## config.mk

```make
export PLATFORM = sky130hd
export DESIGN_NAME = serial_regport
export DESIGN_NICKNAME = d
export VERILOG_FILES = /design/src/rtl/serial_regport_pkg.sv /design/src/rtl/serial_regport_sync.sv /design/src/rtl/serial_regport_rdshift.sv /design/src/rtl/serial_regport_ctrl.sv /design/src/rtl/serial_regport.sv
export SDC_FILE = /design/constraint.sdc
export NUM_CORES = 1
export LEC_CHECK = 0
export ABC_AREA = 1
export BUFFER_PORTS_ARGS = -buffer_cell sky130_fd_sc_hd__buf_2
export CAP_MARGIN = 25
export CORE_MARGIN = 1.5
export CORE_UTILIZATION = 53
export CTS_BUF_LIST = sky130_fd_sc_hd__clkbuf_8
export CTS_CLUSTER_DIAMETER = 80
export DETAILED_ROUTE_END_ITERATION = 8
export HOLD_SLACK_MARGIN = 0.06
export PLACE_DENSITY = 0.82
export SYNTH_ARGS = -nofsm -noshare
export SYNTH_HDL_FRONTEND = slang
export SYNTH_SLANG_ARGS = --single-unit
```

## constraint.sdc

```tcl
create_clock -name clk -period 3.9 [get_ports clk]
set_clock_uncertainty 0.2 [all_clocks]
set_input_delay 0.195 -clock clk [delete_from_list [all_inputs] [get_ports clk]]
set_output_delay 0.195 -clock clk [all_outputs]
set_load 0.05 [all_outputs]
```

## src/rtl/serial_regport_pkg.sv

```systemverilog
package serial_regport_pkg;
  typedef enum logic [1:0] {ST_IDLE, ST_INSTR, ST_DATA, ST_PAUSE} port_state_e;
  localparam logic [1:0] LEN_STREAM  = 2'b11;
  localparam int         STALL_BYTES = 3;
endpackage

```

## src/rtl/serial_regport_sync.sv

```systemverilog
module serial_regport_sync #(
  parameter int             W      = 1,
  parameter int             STAGES = 2,
  parameter logic [W-1:0]   INIT   = '0
) (
  input  logic         clk,
  input  logic         rst_n,
  input  logic [W-1:0] d,
  output logic [W-1:0] q
);
  logic [W-1:0] pipe [STAGES];

  for (genvar g = 0; g < STAGES; g++) begin : g_stage
    if (g == 0) begin : g_first
      always_ff @(posedge clk or negedge rst_n)
        if (!rst_n) pipe[g] <= INIT;
        else        pipe[g] <= d;
    end else begin : g_next
      always_ff @(posedge clk or negedge rst_n)
        if (!rst_n) pipe[g] <= INIT;
        else        pipe[g] <= pipe[g-1];
    end
  end

  assign q = pipe[STAGES-1];
endmodule

```

## src/rtl/serial_regport_rdshift.sv

```systemverilog
module serial_regport_rdshift #(
  parameter int DATA_W = 8
) (
  input  logic              clk,
  input  logic              rst_n,
  input  logic              load,
  input  logic              shift,
  input  logic [DATA_W-1:0] din,
  output logic              bit_o
);
  logic [DATA_W-1:0] sh;

  always_ff @(posedge clk or negedge rst_n)
    if (!rst_n)     sh <= '0;
    else if (load)  sh <= din;
    else if (shift) sh <= {sh[DATA_W-2:0], 1'b0};

  assign bit_o = sh[DATA_W-1];
endmodule

```

## src/rtl/serial_regport_ctrl.sv

```systemverilog
module serial_regport_ctrl
  import serial_regport_pkg::*;
#(
  parameter int ADDR_W  = 13,
  parameter int DATA_W  = 8,
  parameter int WRAP_HI = 255
) (
  input  logic              clk,
  input  logic              rst_n,
  input  logic              sclk_s,
  input  logic              csb_s,
  input  logic              din_s,
  input  logic              cfg_addr_dec,
  output logic [ADDR_W-1:0] addr_o,
  output logic [DATA_W-1:0] wdata_o,
  output logic              we_o,
  output logic              fetch_o,
  output logic              shift_o,
  output logic              rd_active_o
);
  localparam int INSTR_W = ADDR_W + 3;
  localparam int ICNT_W  = $clog2(INSTR_W);
  localparam int BCNT_W  = $clog2(DATA_W);
  localparam logic [ADDR_W-1:0] WRAP_A = ADDR_W'(WRAP_HI);

  port_state_e         state;
  logic                sclk_d, csb_d;
  logic [ICNT_W-1:0]   icnt;
  logic [INSTR_W-2:0]  ish;
  logic [BCNT_W-1:0]   bpos;
  logic [1:0]          bytes_done;
  logic                is_rd;
  logic [1:0]          wlen;
  logic [DATA_W-2:0]   bsh;
  logic                adv;

  logic sclk_rise, sclk_fall, csb_rise, csb_fall;
  logic [INSTR_W-1:0] instr_word;
  logic [DATA_W-1:0]  byte_word;
  logic last_byte, pause_ok, byte_end;

  function automatic logic [ADDR_W-1:0] step_addr(input logic [ADDR_W-1:0] a, input logic dec);
    if (dec) return (a == '0) ? WRAP_A : a - ADDR_W'(1);
    else     return (a == WRAP_A) ? '0 : a + ADDR_W'(1);
  endfunction

  assign sclk_rise  = sclk_s & ~sclk_d;
  assign sclk_fall  = ~sclk_s & sclk_d;
  assign csb_rise   = csb_s & ~csb_d;
  assign csb_fall   = ~csb_s & csb_d;
  assign instr_word = {ish, din_s};
  assign byte_word  = {bsh, din_s};
  assign byte_end   = (bpos == BCNT_W'(DATA_W-1));
  assign last_byte  = (wlen != LEN_STREAM) && (bytes_done == wlen);
  assign pause_ok   = (bpos == '0) && (bytes_done < 2'(STALL_BYTES));

  assign rd_active_o = (state == ST_DATA) && is_rd;
  assign fetch_o     = rd_active_o && sclk_fall && (bpos == '0);
  assign shift_o     = rd_active_o && sclk_fall && (bpos != '0);

  always_ff @(posedge clk or negedge rst_n) begin
    if (!rst_n) begin
      state <= ST_IDLE; sclk_d <= 1'b0; csb_d <= 1'b1;
      icnt <= '0; ish <= '0; bpos <= '0; bytes_done <= '0;
      is_rd <= 1'b0; wlen <= '0; bsh <= '0; adv <= 1'b0;
      addr_o <= '0; wdata_o <= '0; we_o <= 1'b0;
    end else begin
      sclk_d <= sclk_s;
      csb_d  <= csb_s;
      we_o   <= 1'b0;
      if (adv) begin
        addr_o <= step_addr(addr_o, cfg_addr_dec);
        adv    <= 1'b0;
      end
      case (state)
        ST_IDLE: if (!csb_s && sclk_rise) begin
          ish   <= {{(INSTR_W-2){1'b0}}, din_s};
          icnt  <= ICNT_W'(1);
          state <= ST_INSTR;
        end
        ST_INSTR: begin
          if (csb_rise) state <= ST_IDLE;
          else if (sclk_rise) begin
            ish  <= instr_word[INSTR_W-2:0];
            icnt <= icnt + ICNT_W'(1);
            if (icnt == ICNT_W'(INSTR_W-1)) begin
              is_rd      <= instr_word[INSTR_W-1];
              wlen       <= instr_word[INSTR_W-2 -: 2];
              addr_o     <= instr_word[ADDR_W-1:0];
              bpos       <= '0;
              bytes_done <= '0;
              state      <= ST_DATA;
            end
          end
        end
        ST_DATA: begin
          if (csb_rise) state <= pause_ok ? ST_PAUSE : ST_IDLE;
          else if (sclk_rise) begin
            bsh  <= byte_word[DATA_W-2:0];
            bpos <= byte_end ? '0 : bpos + BCNT_W'(1);
            if (byte_end) begin
              we_o    <= !is_rd;
              wdata_o <= byte_word;
              adv     <= 1'b1;
              if (bytes_done != 2'b11) bytes_done <= bytes_done + 2'd1;
              if (last_byte) state <= ST_IDLE;
            end
          end
        end
        ST_PAUSE: if (csb_fall) state <= ST_DATA;
        default: state <= ST_IDLE;
      endcase
    end
  end
endmodule

```

## src/rtl/serial_regport.sv

```systemverilog
module serial_regport
  import serial_regport_pkg::*;
#(
  parameter int ADDR_W      = 13,
  parameter int DATA_W      = 8,
  parameter int WRAP_HI     = 255,
  parameter int SYNC_STAGES = 2
) (
  input  logic              clk,
  input  logic              rst_n,
  input  logic              csb,
  input  logic              sclk,
  input  logic              sdio_i,
  output logic              sdio_o,
  output logic              sdio_oe,
  output logic              sdo_o,
  output logic              sdo_oe,
  input  logic              cfg_sdo_en,
  input  logic              cfg_addr_dec,
  output logic [ADDR_W-1:0] reg_addr,
  output logic [DATA_W-1:0] reg_wdata,
  output logic              reg_we,
  output logic              reg_re,
  input  logic [DATA_W-1:0] reg_rdata
);
  logic csb_s, sclk_s, din_s;
  logic fetch, shift, rd_active, rd_bit;

  serial_regport_sync #(.W(3), .STAGES(SYNC_STAGES), .INIT(3'b100)) u_sync (
    .clk(clk), .rst_n(rst_n),
    .d({csb, sclk, sdio_i}),
    .q({csb_s, sclk_s, din_s})
  );

  serial_regport_ctrl #(.ADDR_W(ADDR_W), .DATA_W(DATA_W), .WRAP_HI(WRAP_HI)) u_ctrl (
    .clk(clk), .rst_n(rst_n),
    .sclk_s(sclk_s), .csb_s(csb_s), .din_s(din_s),
    .cfg_addr_dec(cfg_addr_dec),
    .addr_o(reg_addr), .wdata_o(reg_wdata), .we_o(reg_we),
    .fetch_o(fetch), .shift_o(shift), .rd_active_o(rd_active)
  );

  serial_regport_rdshift #(.DATA_W(DATA_W)) u_rdsh (
    .clk(clk), .rst_n(rst_n),
    .load(fetch), .shift(shift), .din(reg_rdata), .bit_o(rd_bit)
  );

  assign reg_re  = fetch;
  assign sdio_o  = rd_bit;
  assign sdo_o   = rd_bit;
  assign sdio_oe = rd_active & ~csb & ~cfg_sdo_en;
  assign sdo_oe  = rd_active & ~csb & cfg_sdo_en;
endmodule

```

# Word-level counts from Yosys, hierarchy flattened
# Index checks and enable logic that the tools add are counted.
# totals
elab_cells,135
inputBits,15
regBits,75
out_inout_bits,27
# op_classes
n_bitwise,14
n_eq_ne,23
n_lt_le_gt_ge,1
n_reduce_logical,23
n_addsub,5
mux,52
# op_table
op,n
$mux 13,8
$mux 15,3
$mux 2,17
$pmux 15 s2,1
$mux 3,6
$mux 8,2
$ne 3x1->1 const B,5
$add 13x1->13 const B,1
$eq 13x8->1 const B,1
$logic_not 13->1,1
$sub 13x1->13 const B,1
$mux 4,3
$ne 2x1->1 const B,6
$reduce_and 4->1,3
$ne 2x2->1 const B,5
$mux 1,8
$pmux 2 s4,1
$pmux 4 s2,1
$reduce_and 8->1,1
$and 1x1->1,7
$logic_and 1x1->1,7
$not 1->1,7
$reduce_and 7->1,1
$pmux 3 s2,1
17 further kinds,21

# Logic depth before layout (Yosys ltp)
# logic_depth
ltp_word,8
mapped_depth,11
depth_no_buf,10

# Hierarchy
# A second synthesis with hierarchy kept.
# unflattened
cells_unflattened,523
area_unflattened_um2,4107.7
# modules_own_cells
module,cells_each,n_inst,seq_area_each_um2,area_per_inst_um2
serial_regport_ctrl,465,1,1527.7,3529.6
serial_regport_rdshift,43,1,200.2,376.6
serial_regport_sync,9,1,152.6,175.2
serial_regport,6,1,0.0,26.3

# Worst setup path after synthesis
# No wires, ideal clock.
# synth_path
path_type,reg2out
startpoint,reg u_ctrl.state[0]
endpoint,out sdo_oe
path_buffers,0
arrival_ns,1.904
path_slack_ns,1.601
path_stages_with_launch,6
required_ns,3.505
cell_sequence,dfrtp_1 inv_2 nand2_4 clkinv_2 nand2_2 nor3b_1
# synth_between
elab_chain_cells,4
# synth_rtl
item,line_no,source
start: declaration,serial_regport_ctrl.sv:26,port_state_e state;
start signal: assignment,serial_regport_ctrl.sv:97,if (csb_rise) state <= pause_ok ? ST_PAUSE : ST_IDLE;
$eq 2x2->1,serial_regport_ctrl.sv:57,assign rd_active_o = (state == ST_DATA) && is_rd;
$logic_and 1x1->1,serial_regport_ctrl.sv:57,
$and 1x1->1 (2 in series),serial_regport.sv:52,assign sdo_oe = rd_active & ~csb & cfg_sdo_en;
end: declaration,serial_regport.sv:17,"output logic sdo_oe,"
# Every way passes these cells.

# Worst setup path in the final report
# layout_path
startpoint,reg u_ctrl.state[1]
endpoint,out reg_re
# layout_between
elab_chain_cells,4
# layout_rtl
item,line_no,source
$eq 2x2->1,serial_regport_ctrl.sv:57,
$logic_and 1x1->1,serial_regport_ctrl.sv:57,
$logic_and 1x1->1 (2 in series),serial_regport_ctrl.sv:58,assign fetch_o = rd_active_o && sclk_fall && (bpos == '0);
end: declaration,serial_regport.sv:23,"output logic reg_re,"
# Every way passes these cells.

==> flow_summary.yaml <==
drt:
  wl_met1_um: 3770
  route.met2.wl_um: 4270
  wl_per_cell_um: 13.3
  highest_layer: "met4"
  route.detailed.drc: 0
  wl_met3_um: 358
  dr.pass1.iters: 5
  vias_per_cell: 5.32
  ant_nets: 0
  num_vias: 3418
  routed_wl_um: 8520
  drt_iter0_markers: 199
power:
  leakage_nw: 2.25
  p_per_area_nw_per_um2: 417
  ir_drop_mv: 0.307
layout:
  area_delta_synth_final_pct: 14.9
  diodes: 0
  layout.nets: 560
  final_cells: 642
  drive_gt1_share_pct: 19.2
floorplanning:
  dieHeight_um: 89.9
  die_x_um: 89.9
  core_region_area_sq_um: 7290
  io-pin-count: 42
  dieArea_sq_um: 8090
  initial_core_util_pct: 54.9
  num_rows: 31
timing:
  setup_violations: 0
  finalHoldViolations: 0
  fmax_mhz: 399
  fin_tns_setup_ps: 0
  worstMarginPinSlew_ps: 619
  min_period_ps: 2510
  final-max-slew-violation-count: 0
  fin_crit_sh_pct: 64.2
  rsz0062_at_grt: "no"
  max_slew_margin_pct: 58.6
critical_path:
  r2r_start: "u_sync.q[2]$_DFF_PN1_"
  cp_data_required_time_ps: 3500
  crit_buf_inv: 3
  critical_path.cell_chain: "nand2_4 -> clkinv_2 -> nand2_2 -> nor3_4 -> nand2_1 -> clkinv_1 -> buf_2"
  critPathMaxStageDelay_ps: 510
  critical_path_class: "register to output port"
  crit_path_top_delay_cell: "dfrtp_1"
  crit_family: "simple AND/OR/NAND/NOR gates"
  path_max_fanout: 16
  timing.critical_path.from_type: "register"
  critPathCaptureType: "output port"
  startpoint: "u_ctrl.state[1]$_DFFE_PN0P_"
  crit_arrival_ps: 2110
global_routing:
  first_global_vias: 3298
  grt_pass1_wl_um: 14800
  grt-ovfl-total: 0
  antenna_found_initial: 0
  grt_max_degree: 46
  grt_use_total_pct: 22.5
synthesis:
  synth_top_area_share_pct: 45.0
  syn_area_per_cell_sq_um: 8.19
  ys_seq_area_share_pct: 47.0
  syn_inst: 489
  synthTopCellsByArea: "dfrtp_1 45%, nand2_1 10%, inv_1 5.2%"
  syn_area_sq_um: 4010
  yosys_register_bits: 75
  netlist-cell-type-count: 40
  syn_nets: 511
  yosys_warnings: 0
  post-synth-top-area-cell: "dfrtp_1"
cts:
  cts_tree: "yes"
  cts.repair.resized: 0
  numCtsBuffers: 9
  root_buffer: "clkbuf_8"
  clock_path_buffers: 2
  clk_pin_slew_ps: 70
  htreeDepth: 3
  clock_latency_ps: 350
  numClockSinks: 75
flow_run:
  maxCapViolCount: 0
min_path:
  hp-start: "cfg_addr_dec"
  hold_path_class: "input port to register"
placed_design:
  port_buffers: 41
  dp_hpwl_um: 5990
  gp_congestion: 0.890
  dp.cells: 613
run_status:
  status: "finished clean"
## kinds of logic (layout without fill, tap and decap cells)
logic type	count (synthesis)	in the layout	share of synthesized area, %
AOI/OAI and AO/OA	108	108	15.8
xor gates and xnor gates	8	8	1.75
adders and majority gates	7	7	2.19
buffers and inverters	85	139	9.00
DFF	75	75	47.0
and+or+nand+nor	206	206	24.3
## cells in the mapped netlist, drive strengths merged
cell,n
a31oi,4
dfrtp,72
xnor2,2
nand3b,1
clkinv,3
o22ai,14
xor2,6
a21o,1
o21ai,48
a22oi,3
o21a,1
nand3,32
buf,13
nand4,3
o211ai,6
nor3,4
a21oi,31
ha,7
nand2,114
nor3b,2
dfstp,3
clkbuf,5
nor2,50
inv,64
## flip-flops by register name, summed over array words and instances (netlist names), 2 cells and up
name,cells
u_ctrl.state,2
u_rdsh.sh,8
u_ctrl.bytes_done,2
u_ctrl.bsh,7
u_ctrl.icnt,4
u_sync.pipe,3
u_ctrl.wdata_o,8
u_ctrl.wlen,2
u_ctrl.ish,15
u_ctrl.bpos,3
u_sync.q,3
u_ctrl.addr_o,13
## through the flow
step	util, %	cell area (sq um)	setup WS, ps	hold WS, ps	total power [mW]
4_1_cts	62.9	4580	1380	64.9	1.93
3_3_place_gp	58.2	4250	1820	106	1.25
5_1_grt	63.1	4600	1220	110	2.02
2_1_floorplan	-	4010	1600	-301	1.18
6_report	63.1	4600	1390	79.0	1.92
3_5_place_dp	58.2	4250	1760	112	1.27
## path summary, 6_finish.rpt
path	endpoint	slack, ps	cells past startpoint
setup / recovery	reg_re	1390	7
hold / removal	u_ctrl.addr_o[5]$_DFF_PN0_	80	5
setup reg to reg	u_ctrl.bpos[0]$_DFFE_PN0P_	1790	9
hold reg to reg	u_sync.q[1]$_DFF_PN0_	150	0
max in group asynchronous	u_ctrl.wdata_o[2]$_DFFE_PN0P_	2870	3
min in group asynchronous	u_ctrl.ish[1]$_DFFE_PN0P_	90	2
## timing repair
action                    CTS  global route
hold buffers               12             0
setup buffers               0             0
hold endpoints to repair   51             0
## area by class of cell
type / count / area (sq um)
clock buffers: 9 / 124
clock inverters: 7 / 92.6
fillers: 638 / 2690
inverters: 67 / 258
multi-input cells: 329 / 1760
flip-flops and latches: 75 / 1880
well taps: 99 / 124
repair buffers: 56 / 360
## placed cells by master, fill, tap and decap left out, drive strengths merged, types with 7 or more instances in the layout
cell type,synthesis,final
a21oi,31,31
buf,13,44
clkbuf,5,9
dfrtp,72,72
dlygate4sd3,0,12
ha,7,7
inv,64,64
nand2,114,114
nand3,32,32
nor2,50,50
o21ai,48,48
o22ai,14,14
## power breakdown
| part | total [mW] | switching [mW] | internal [mW] |
|---|---|---|---|
| registers | 0.910 | 0.0591 | 0.851 |
| clock network | 0.642 | 0.285 | 0.357 |
| logic | 0.369 | 0.249 | 0.120 |
| total | 1.92 | 0.593 | 1.33 |
## worst register-to-register path, cell delays in order, from the launching register on
cell,delay [ps]
dfstp_2,550
inv_2,60
nor2_4,220
nor2_8,70
nand2_4,200
nor2_8,100
inv_2,220
nand2_1,180
nand3_1,120
o21ai_1,70
## per-layer routing
| layer | vias up | global-route usage, % |
|---|---|---|
| met2 | 97 | 38.4 |
| met3 | 14 | 3.98 |
| met4 | 0 | 7.94 |
| met5 | - | 0 |
| li1 | 1689 | - |
| met1 | 1618 | 29.0 |
Power figures use the tool's default switching activity.
